==> src/rtl/bulk_resp_pkg.sv <==
package bulk_resp_pkg;
    localparam int WORD_W  = 32;
    localparam int BYTE_W  = 8;
    localparam int ID_W    = 4;
    localparam int LEN_W   = 10;
    localparam int SOP_POS = 31;
    localparam int EOP_POS = 30;
    localparam int ID_LSB  = 16;
    localparam int PAIR_W  = 2 * BYTE_W;

    typedef enum logic [2:0] {
        PH_IDLE, PH_HDR, PH_DATA, PH_CRC, PH_FTR, PH_DRAIN
    } phase_e;

    typedef struct packed {
        phase_e              ph;
        logic                rd;
        logic [ID_W-1:0]     id;
        logic [LEN_W-1:0]    rem;
        logic [PAIR_W-1:0]   hold;
        logic [1:0]          hcnt;
        logic [BYTE_W-1:0]   hdr;
        logic [BYTE_W-1:0]   ftr;
        logic [BYTE_W-1:0]   crc;
        logic                done;
    } ctx_t;

    localparam ctx_t CTX_RST = '{ph: PH_IDLE, default: '0};
endpackage

==> src/rtl/bulk_resp_fields.sv <==
module bulk_resp_fields import bulk_resp_pkg::*; (
    input  logic [WORD_W-1:0] word,
    output logic              sop,
    output logic              eop,
    output logic [ID_W-1:0]   id,
    output logic [BYTE_W-1:0] lo,
    output logic [BYTE_W-1:0] hi
);
    assign sop = word[SOP_POS];
    assign eop = word[EOP_POS];
    assign id  = word[ID_LSB +: ID_W];
    assign lo  = word[0 +: BYTE_W];
    assign hi  = word[BYTE_W +: BYTE_W];
endmodule

==> src/rtl/bulk_resp_sticky.sv <==
module bulk_resp_sticky (
    input  logic clk,
    input  logic rst_n,
    input  logic set,
    output logic flag
);
    logic flag_d, flag_q;

    always_comb flag_d = flag_q | set;

    always_ff @(posedge clk) begin
        if (!rst_n) flag_q <= 1'b0;
        else        flag_q <= flag_d;
    end

    assign flag = flag_q;
endmodule

==> src/rtl/bulk_resp_deframer.sv <==
module bulk_resp_deframer import bulk_resp_pkg::*; (
    input  logic              clk,
    input  logic              rst_n,
    input  logic              cmd_valid,
    output logic              cmd_ready,
    input  logic              cmd_is_read,
    input  logic [ID_W-1:0]   cmd_id,
    input  logic [LEN_W-1:0]  cmd_len,
    input  logic              in_valid,
    output logic              in_ready,
    input  logic [WORD_W-1:0] in_word,
    output logic              dat_valid,
    input  logic              dat_ready,
    output logic [BYTE_W-1:0] dat_byte,
    output logic              dat_last,
    output logic              done,
    output logic [BYTE_W-1:0] hdr_rsp,
    output logic [BYTE_W-1:0] ftr_rsp,
    output logic [BYTE_W-1:0] crc_byte,
    output logic              err_frame,
    output logic              err_id
);
    ctx_t c_d, c_q;

    logic              w_sop, w_eop;
    logic [ID_W-1:0]   w_id;
    logic [BYTE_W-1:0] w_lo, w_hi;
    logic              fault_d, idbad_d;

    bulk_resp_fields u_fields (
        .word (in_word),
        .sop  (w_sop),
        .eop  (w_eop),
        .id   (w_id),
        .lo   (w_lo),
        .hi   (w_hi)
    );

    always_comb begin
        c_d       = c_q;
        c_d.done  = 1'b0;
        fault_d   = 1'b0;
        idbad_d   = 1'b0;
        in_ready  = 1'b0;
        cmd_ready = 1'b0;
        unique case (c_q.ph)
            PH_IDLE: begin
                cmd_ready = 1'b1;
                if (cmd_valid) begin
                    c_d.ph   = PH_HDR;
                    c_d.rd   = cmd_is_read;
                    c_d.id   = cmd_id;
                    c_d.rem  = cmd_is_read ? cmd_len : '0;
                    c_d.hcnt = '0;
                    c_d.hdr  = '0;
                    c_d.ftr  = '0;
                    c_d.crc  = '0;
                end
            end
            PH_HDR: begin
                in_ready = 1'b1;
                if (in_valid) begin
                    if (w_sop && (w_id != c_q.id)) idbad_d = 1'b1;
                    if (!w_sop || w_eop) begin
                        fault_d = 1'b1;
                    end else begin
                        c_d.hdr = w_lo;
                        if (!c_q.rd)                c_d.ph = PH_FTR;
                        else if (c_q.rem == '0)     c_d.ph = PH_CRC;
                        else                        c_d.ph = PH_DATA;
                    end
                end
            end
            PH_DATA: begin
                if (c_q.hcnt == 2'd0) begin
                    in_ready = 1'b1;
                    if (in_valid) begin
                        if (w_sop || w_eop) begin
                            fault_d = 1'b1;
                        end else begin
                            c_d.hold = {w_hi, w_lo};
                            if (c_q.rem >= LEN_W'(2)) begin
                                c_d.hcnt = 2'd2;
                                c_d.rem  = c_q.rem - LEN_W'(2);
                            end else begin
                                c_d.hcnt = 2'd1;
                                c_d.rem  = c_q.rem - LEN_W'(1);
                            end
                        end
                    end
                end else if (dat_ready) begin
                    c_d.hold = c_q.hold >> BYTE_W;
                    c_d.hcnt = c_q.hcnt - 2'd1;
                    if (c_q.hcnt == 2'd1 && c_q.rem == '0) c_d.ph = PH_CRC;
                end
            end
            PH_CRC: begin
                in_ready = 1'b1;
                if (in_valid) begin
                    if (w_sop || w_eop) begin
                        fault_d = 1'b1;
                    end else begin
                        c_d.crc = w_lo;
                        c_d.ph  = PH_FTR;
                    end
                end
            end
            PH_FTR: begin
                in_ready = 1'b1;
                if (in_valid) begin
                    if (w_sop || !w_eop) begin
                        fault_d = 1'b1;
                    end else begin
                        c_d.ftr  = w_lo;
                        c_d.done = 1'b1;
                        c_d.ph   = PH_IDLE;
                    end
                end
            end
            PH_DRAIN: begin
                in_ready = 1'b1;
                if (in_valid && w_eop) c_d.ph = PH_IDLE;
            end
            default: c_d.ph = PH_IDLE;
        endcase
        if (fault_d) begin
            c_d.hcnt = '0;
            c_d.ph   = w_eop ? PH_IDLE : PH_DRAIN;
        end
    end

    always_ff @(posedge clk) begin
        if (!rst_n) c_q <= CTX_RST;
        else        c_q <= c_d;
    end

    bulk_resp_sticky u_frame_flag (
        .clk   (clk),
        .rst_n (rst_n),
        .set   (fault_d),
        .flag  (err_frame)
    );

    bulk_resp_sticky u_id_flag (
        .clk   (clk),
        .rst_n (rst_n),
        .set   (idbad_d),
        .flag  (err_id)
    );

    assign dat_valid = (c_q.ph == PH_DATA) && (c_q.hcnt != 2'd0);
    assign dat_byte  = c_q.hold[BYTE_W-1:0];
    assign dat_last  = dat_valid && (c_q.hcnt == 2'd1) && (c_q.rem == '0);
    assign done      = c_q.done;
    assign hdr_rsp   = c_q.hdr;
    assign ftr_rsp   = c_q.ftr;
    assign crc_byte  = c_q.crc;
endmodule

==> config.mk <==
export PLATFORM = sky130hd
export DESIGN_NAME = bulk_resp_deframer
export DESIGN_NICKNAME = d
export VERILOG_FILES = /design/src/rtl/bulk_resp_pkg.sv /design/src/rtl/bulk_resp_fields.sv /design/src/rtl/bulk_resp_sticky.sv /design/src/rtl/bulk_resp_deframer.sv
export SDC_FILE = /design/constraint.sdc
export NUM_CORES = 1
export LEC_CHECK = 0
export BUFFER_PORTS_ARGS = -buffer_cell sky130_fd_sc_hd__buf_2
export CELL_PAD_IN_SITES_DETAIL_PLACEMENT = 0
export CELL_PAD_IN_SITES_GLOBAL_PLACEMENT = 2
export CORE_MARGIN = 2
export CORE_UTILIZATION = 30
export CTS_CLUSTER_SIZE = 8
export DETAILED_ROUTE_END_ITERATION = 7
export PLACE_DENSITY = 0.81
export SYNTH_ARGS = -nofsm -noshare
export SYNTH_HDL_FRONTEND = slang
export SYNTH_SLANG_ARGS = --single-unit
==> constraint.sdc <==
create_clock -name clk -period 2.7 [get_ports clk]
set_input_delay 0.27 -clock clk [delete_from_list [all_inputs] [get_ports clk]]
set_output_delay 0.27 -clock clk [all_outputs]
set_load 0.02 [all_outputs]
==> metrics, run 1 <==
Area Growth Syn to Fin=17.8%; core area=between 0.01 and 0.015 mm^2; vias per cell=5.15; Seq/Total Area, Yosys=0.366; leakage=about 1.6 nW; port bufs=80; die area=~0.012 mm^2; Max FO, Critical Path=18; RSZ-0062 raised after global routing=false; die width=about 110 um; Crit path buffers/inverters=1; R2R Path End=c_q[48]; drt initial violations=about 190; Starting Density=0.304; critical path arrival=between 2 and 2.5 ns; global-route wire length before repair=15500 um; post-cts resize count=0; # H-tree levels=3; Final Hold Vio Count=0; reg2reg setup slack=0.42 ns; Tmin final=approximately 2.4 ns; cell repeated most along the worst path=nor3b_1; status=completed; Power Total=3.45 mW; worst skew pair latency=0.33 ns; Fmax=roughly 0.4 GHz; Post-route DRC=0; Num CTS Buffers=9; CTS Hold Bufs=0; min-delay src=cmd_id[1]; Final TNS setup=0 ns; power per cell area=~850 mW/mm^2; Final ANT Viol Nets=0; fin. max-slew vios=0; average routed wire per standard cell=roughly 15 um; WP data required=between 2 and 2.5 ns; top_reg_cell synth=dfxtp_1; initial antenna violation count=0; NetSw=1.21 mW; CTS root buf=clkbuf_16; Crit path depth=4; sequential power share=0.324; Seq cells post-synth=63; R2R depth=5; CTS sink count=63; Worst setup SP type=flip-flop; Synth Instances=roughly 430; CP Cell Sequence=nor3b_1, and2_1, nor3b_1, buf_2; Setup Fix Bufs, Post-CTS=0; share of layout cells above drive strength 1=0.258; final WL=slightly above 9000 um; Hold Crit Depth=3; chip height=between 100 and 150 um; Setup Skew=between 0.006 and 0.007 ns; grt ovf=0; Worst VDD drop=0.345 mV; global placer's final weighted congestion=between 0.8 and 0.9; largest net degree at the start of global routing=32; share of synthesized registers carrying an async set or reset=0; Internal=2.24 mW; Total Routing Usage GR=0.153; post-DP HPWL=6830 um; reg2reg start=c_q[59]; synth unique cells=67; Worst Tran Pin Value=about 0.77 ns; Hold Path End=c_q[54]; # IOs=91; share of total power in combinational logic=0.302; number of synthesized flops with an enable pin=0; first drt pass iteration count=5; # diodes=0; Top delay family on crit path=simple AND/OR/NAND/NOR gates; Clock power frac=0.373; site row count=39; Synthesis Warnings=0; CTS tree=built; number of setup violations in the final report=0; Clock Path Buffers=2; Post-Syn Area=0.00344 mm^2; vias in the first global route=between 3000 and 4000; Crit Path Category=reg -> out; Slew HR=0.480; critical path's slowest cell=dfxtp_1; Post-Syn Nets=around 500; CP max stage delay=about 0.65 ns; hold crit path type=in -> reg; CTS clock-pin slew for the worst setup and hold paths=around 0.06 ns; Max-Cap Viols=0; Vias=3195; syn_area_per_cell=approximately 8 um^2; period utilization=0.903; sw frac=0.351; # nets final=~530; Worst setup EP type=primary output
[registers in the layout, indices dropped and copies added (netlist names)]
register,flops
c_q,28
crc_byte,8
dat_byte,8
done,1
ftr_rsp,8
hdr_rsp,8
u_frame_flag.flag,1
u_id_flag.flag,1
[metal layers]
metal | GRT usage | wire length, um | part of all wire | vias to the layer above
met5 | 0 | 0 | 0 | -
met4 | 0.0379 | 111 | 0.012 | 0
met3 | 0.0410 | 489 | 0.052 | 11
met2 | 0.252 | 4330 | 0.46 | 86
met1 | 0.200 | 4400 | 0.47 | 1494
li1 | - | - | - | 1604
[power by group through the flow]
| stage | Combinational (mW) | Sequential [mW] | Clock [mW] |
|---|---|---|---|
| finish | 1.04 | 1.12 | 1.29 |
| global placement | 1.04 | 1.14 | 0 |
| CTS | 1.05 | 1.12 | 1.32 |
| global route | 1.16 | 1.14 | 1.36 |
| detailed placement | 1.04 | 1.14 | 0 |
| floorplan | 0.849 | 1.07 | 0 |
[placed cells by master, fill, tap and decap left out, drive strengths merged, types with 2 or more instances in the layout]
cell type and n:
nor4 5, inv 9, nor2 28, mux2i 3
nand2b 3, a41oi 3, o41ai 3, or4 4
bufinv 2, dfxtp 63, nand3b 2, a22oi 8
o2bb2ai 2, a311oi 9, a31oi 5, o211ai 2
nor3b 6, a211oi 2, buf 90, clkbuf 10
o21a 7, a21oi 47, a221oi 2, nand3 32
nand2 61, ha 5, clkinvlp 2, or3 4
nor3 9, or2 2, o311a 2, xor2 4
or3b 2, o21ai 19
[worst register-to-register path: stages (launching register included)]
cell and delay, ns:
dfxtp_1 0.65, or3b_1 0.65, and3_1 0.42, a21oi_1 0.19, nand3_1 0.08, and4_1 0.18
[cells in the mapped netlist (all sizes together), types with 2 or more instances]
cell     number  area, um^2
nor2         28         105
buf          44         309
mux2i         3        30.0
o311a         2        21.3
nand3        32         160
nor3          9        50.1
a31oi         5        37.5
a22oi         8        60.1
clkbuf       17        65.1
o211ai        2        15.0
nor3b         6        55.1
or2           2        12.5
inv           8        30.0
a211oi        2        15.0
nand2        61         229
nand2b        3        18.8
or3b          2        17.5
a41oi         3        26.3
ha            5        62.6
a221oi        2        23.8
nor4          5        31.3
a311oi        9        78.8
o2bb2ai       2        17.5
or3           4        25.0
dfxtp        63        1260
xor2          4        35.0
o21ai        19        98.8
a21oi        47         239
nand3b        2        15.0
o41ai         3        45.1
o21a          7        52.6
or4           4        35.0
[logic make-up after synthesis]
family	synth area share
buffers and inverters	0.117
AO/OA/AOI/OAI	0.237
AND/OR/NAND/NOR	0.242
adder cells (fa/ha/maj)	0.0182
XOR/XNOR	0.0102
flip-flops	0.366
multiplexers	0.00872
[final cells by class]
class,count,area [um^2]
clock inverter,6,92.6
sequential,63,1260
clock buffer,10,239
multi-input combinational,300,1780
inverter,8,30.0
timing repair buffer,90,475
fill,1226,7260
tap,143,179
[stage by stage]
step / utilization / hold slack, ns / setup WS (ns) / cells / area, um^2
after floorplan: - / 0.406 / 0.677 / 432 / 3440
after global placement: 0.329 / 0.437 / 0.421 / 604 / 3720
after detailed placement: 0.329 / 0.442 / 0.428 / 604 / 3720
after CTS: 0.358 / 0.181 / 0.281 / 620 / 4060
after global routing: 0.358 / 0.194 / 0.0529 / 620 / 4060
final: 0.358 / 0.184 / 0.262 / 620 / 4060
[how the worst max path moves through the flow]
| stage | from | endpoint |
|---|---|---|
| 2_1_floorplan | c_q[60] | dat_last |
| 3_3_place_gp | c_q[59] | c_q[48] |
| 3_5_place_dp | c_q[59] | c_q[48] |
| 4_1_cts | c_q[59] | dat_last |
| 5_1_grt | c_q[59] | dat_last |
| 6_report | c_q[59] | dat_last |
(Power assumes the default switching activity.)
==> inputs of run 2 (changes only) <==
--- a/config.mk
+++ b/config.mk
@@ -6,11 +6,10 @@
 export NUM_CORES = 1
 export LEC_CHECK = 0
 export BUFFER_PORTS_ARGS = -buffer_cell sky130_fd_sc_hd__buf_2
-export CELL_PAD_IN_SITES_DETAIL_PLACEMENT = 0
+export CELL_PAD_IN_SITES_DETAIL_PLACEMENT = 1
 export CELL_PAD_IN_SITES_GLOBAL_PLACEMENT = 2
 export CORE_MARGIN = 2
 export CORE_UTILIZATION = 30
-export CTS_CLUSTER_SIZE = 8
 export DETAILED_ROUTE_END_ITERATION = 7
 export PLACE_DENSITY = 0.81
 export SYNTH_ARGS = -nofsm -noshare
==> metrics, run 2 (synthesis gave the netlist of run 1 again) <==
grt ovf=0; fin. max-slew vios=0; worst skew pair latency=~0.33 ns; Crit path buffers/inverters=1; power per cell area=a little over 800 mW/mm^2; Vias=roughly 3200; post-cts resize count=0; final WL=just over 10000 um; largest net degree at the start of global routing=32; Post-Layout Cell Count=approximately 620; Hold Crit Depth=3; Worst Tran Pin Value=about 0.7 ns; CP Cell Sequence=nor3b_1, and2_1, nor3b_1, buf_2; number of setup violations in the final report=0; R2R depth=5; post-DP HPWL=between 7000 and 8000 um; Fmax=~0.42 GHz; WP data required=about 2.4 ns; sequential power share=0.348; CTS sink count=63; Worst setup SP type=flip-flop; site row count=39; die width=roughly 110 um; Power Total=roughly 3.2 mW; Setup Skew=0.00453 ns; Final ANT Viol Nets=0; min-delay src=cmd_id[2]; share of layout cells above drive strength 1=0.254; Final Hold Vio Count=0; first drt pass iteration count=4; Tmin final=approximately 2.4 ns; Starting Density=0.304; # diodes=0; Setup Fix Bufs, Post-CTS=0; Final TNS setup=0 ns; R2R Path End=c_q[60]; Hold Slack=around 0.18 ns; vias per cell=5.20; # H-tree levels=3; CTS Hold Bufs=0; fin util=0.352; Slew HR=0.520; port bufs=80; Crit Path Category=reg -> out; chip height=about 110 um; die area=~0.012 mm^2; Hold Path End=c_q[55]; Post-route DRC=0; reg2reg setup slack=0.34 ns; global-route wire length before repair=roughly 17000 um; NetSw=~1.2 mW; Top delay family on crit path=simple AND/OR/NAND/NOR gates; share of total power in combinational logic=0.327; critical path's slowest cell=dfxtp_1; dpl cells=around 600; Clock power frac=0.326; Worst VDD drop=around 0.27 mV; Setup crit start=c_q[59]; CP max stage delay=roughly 0.67 ns; global placer's final weighted congestion=about 0.81; leakage=around 1.6 nW; CTS clock-pin slew for the worst setup and hold paths=approximately 0.060 ns; commonest non-fill, non-tap cell in the layout=buf_2; sw frac=0.369; Total Routing Usage GR=0.167; RSZ-0062 raised after global routing=false; Clock Path Buffers=2; Largest register FFs=28; Num CTS Buffers=9; core area=0.0113 mm^2; Max-Cap Viols=0; cell repeated most along the worst path=nor3b_1; critical path arrival=2.13 ns; status=completed; Reg with most FFs=c_q; commonest cells after routing, fill and taps aside=buf_2 (80), dfxtp_1 (63), nand2_1 (61); Max FO, Critical Path=18; CTS root buf=clkbuf_16; # IOs=around 90; hold crit path type=in -> reg; Worst setup EP type=primary output; initial antenna violation count=0; Internal=just over 2 mW; reg2reg start=c_q[58]; drt initial violations=between 100 and 150; fill cell count=1414; period utilization=0.890; CTS tree=built; average routed wire per standard cell=about 16 um; vias in the first global route=about 3300; # nets final=between 500 and 600; Area Growth Syn to Fin=15.8%
-- run 2: cell types whose count changed in the layout (fill, tap and decap cells not counted) --
cell        change
bufinv_16       -2
clkbuf_1        +1
clkinv_2        +3
clkinv_4        -1
clkinvlp_4      -1
inv_6           -1
-- run 2: final cells by class --
class	instances	area (um^2)	area share
multi-input cells	300	1780	0.446
flip-flops and latches	63	1260	0.316
repair buffers	90	475	0.119
clock buffers	11	243	0.0608
well taps	143	179	0.0448
inverters	8	30.0	0.00753
clock inverters	4	22.5	0.00564
-- run 2: tightest hold or removal path: cells and delay by family --
| kind | cells | cell delay [ns] |
|---|---|---|
| buffers and inverters | 1 | 0.10 |
| AND/OR/NAND/NOR | 1 | 0.05 |
| AO/OA/AOI/OAI | 1 | 0.05 |
-- run 2: metal layers --
layer,track usage,wire length [um],part of all wire,vias to the layer above
li1,-,-,-,1597
met1,0.206,4600,0.45,1556
met2,0.292,5010,0.49,55
met3,0.0328,383,0.038,12
met4,0.0568,161,0.016,0
met5,0,0,0,-
-- run 2: how the worst max path moves through the flow --
stage / slack [ns] / to / cells past startpoint
after CTS: 0.23 / dat_last / 4
after detailed placement: 0.38 / c_q[60] / 5
after global placement: 0.42 / c_q[48] / 5
after global routing: 0.08 / dat_last / 4
final: 0.30 / dat_last / 4
after floorplan: 0.68 / dat_last / 6
-- run 2: stage by stage --
| step | cell area [um^2] | setup WS (ns) |
|---|---|---|
| 3_3_place_gp | 3720 | 0.421 |
| 4_1_cts | 3990 | 0.225 |
| 2_1_floorplan | 3440 | 0.677 |
| 6_report | 3990 | 0.297 |
| 5_1_grt | 3990 | 0.0798 |
| 3_5_place_dp | 3720 | 0.375 |
-- run 2: power by group through the flow --
stage / Sequential (mW) / Clock [mW] / Combinational [mW]
6_report: 1.12 / 1.05 / 1.06
5_1_grt: 1.14 / 1.12 / 1.18
4_1_cts: 1.12 / 1.08 / 1.07
3_5_place_dp: 1.14 / 0 / 1.06
3_3_place_gp: 1.14 / 0 / 1.04
2_1_floorplan: 1.07 / 0 / 0.849
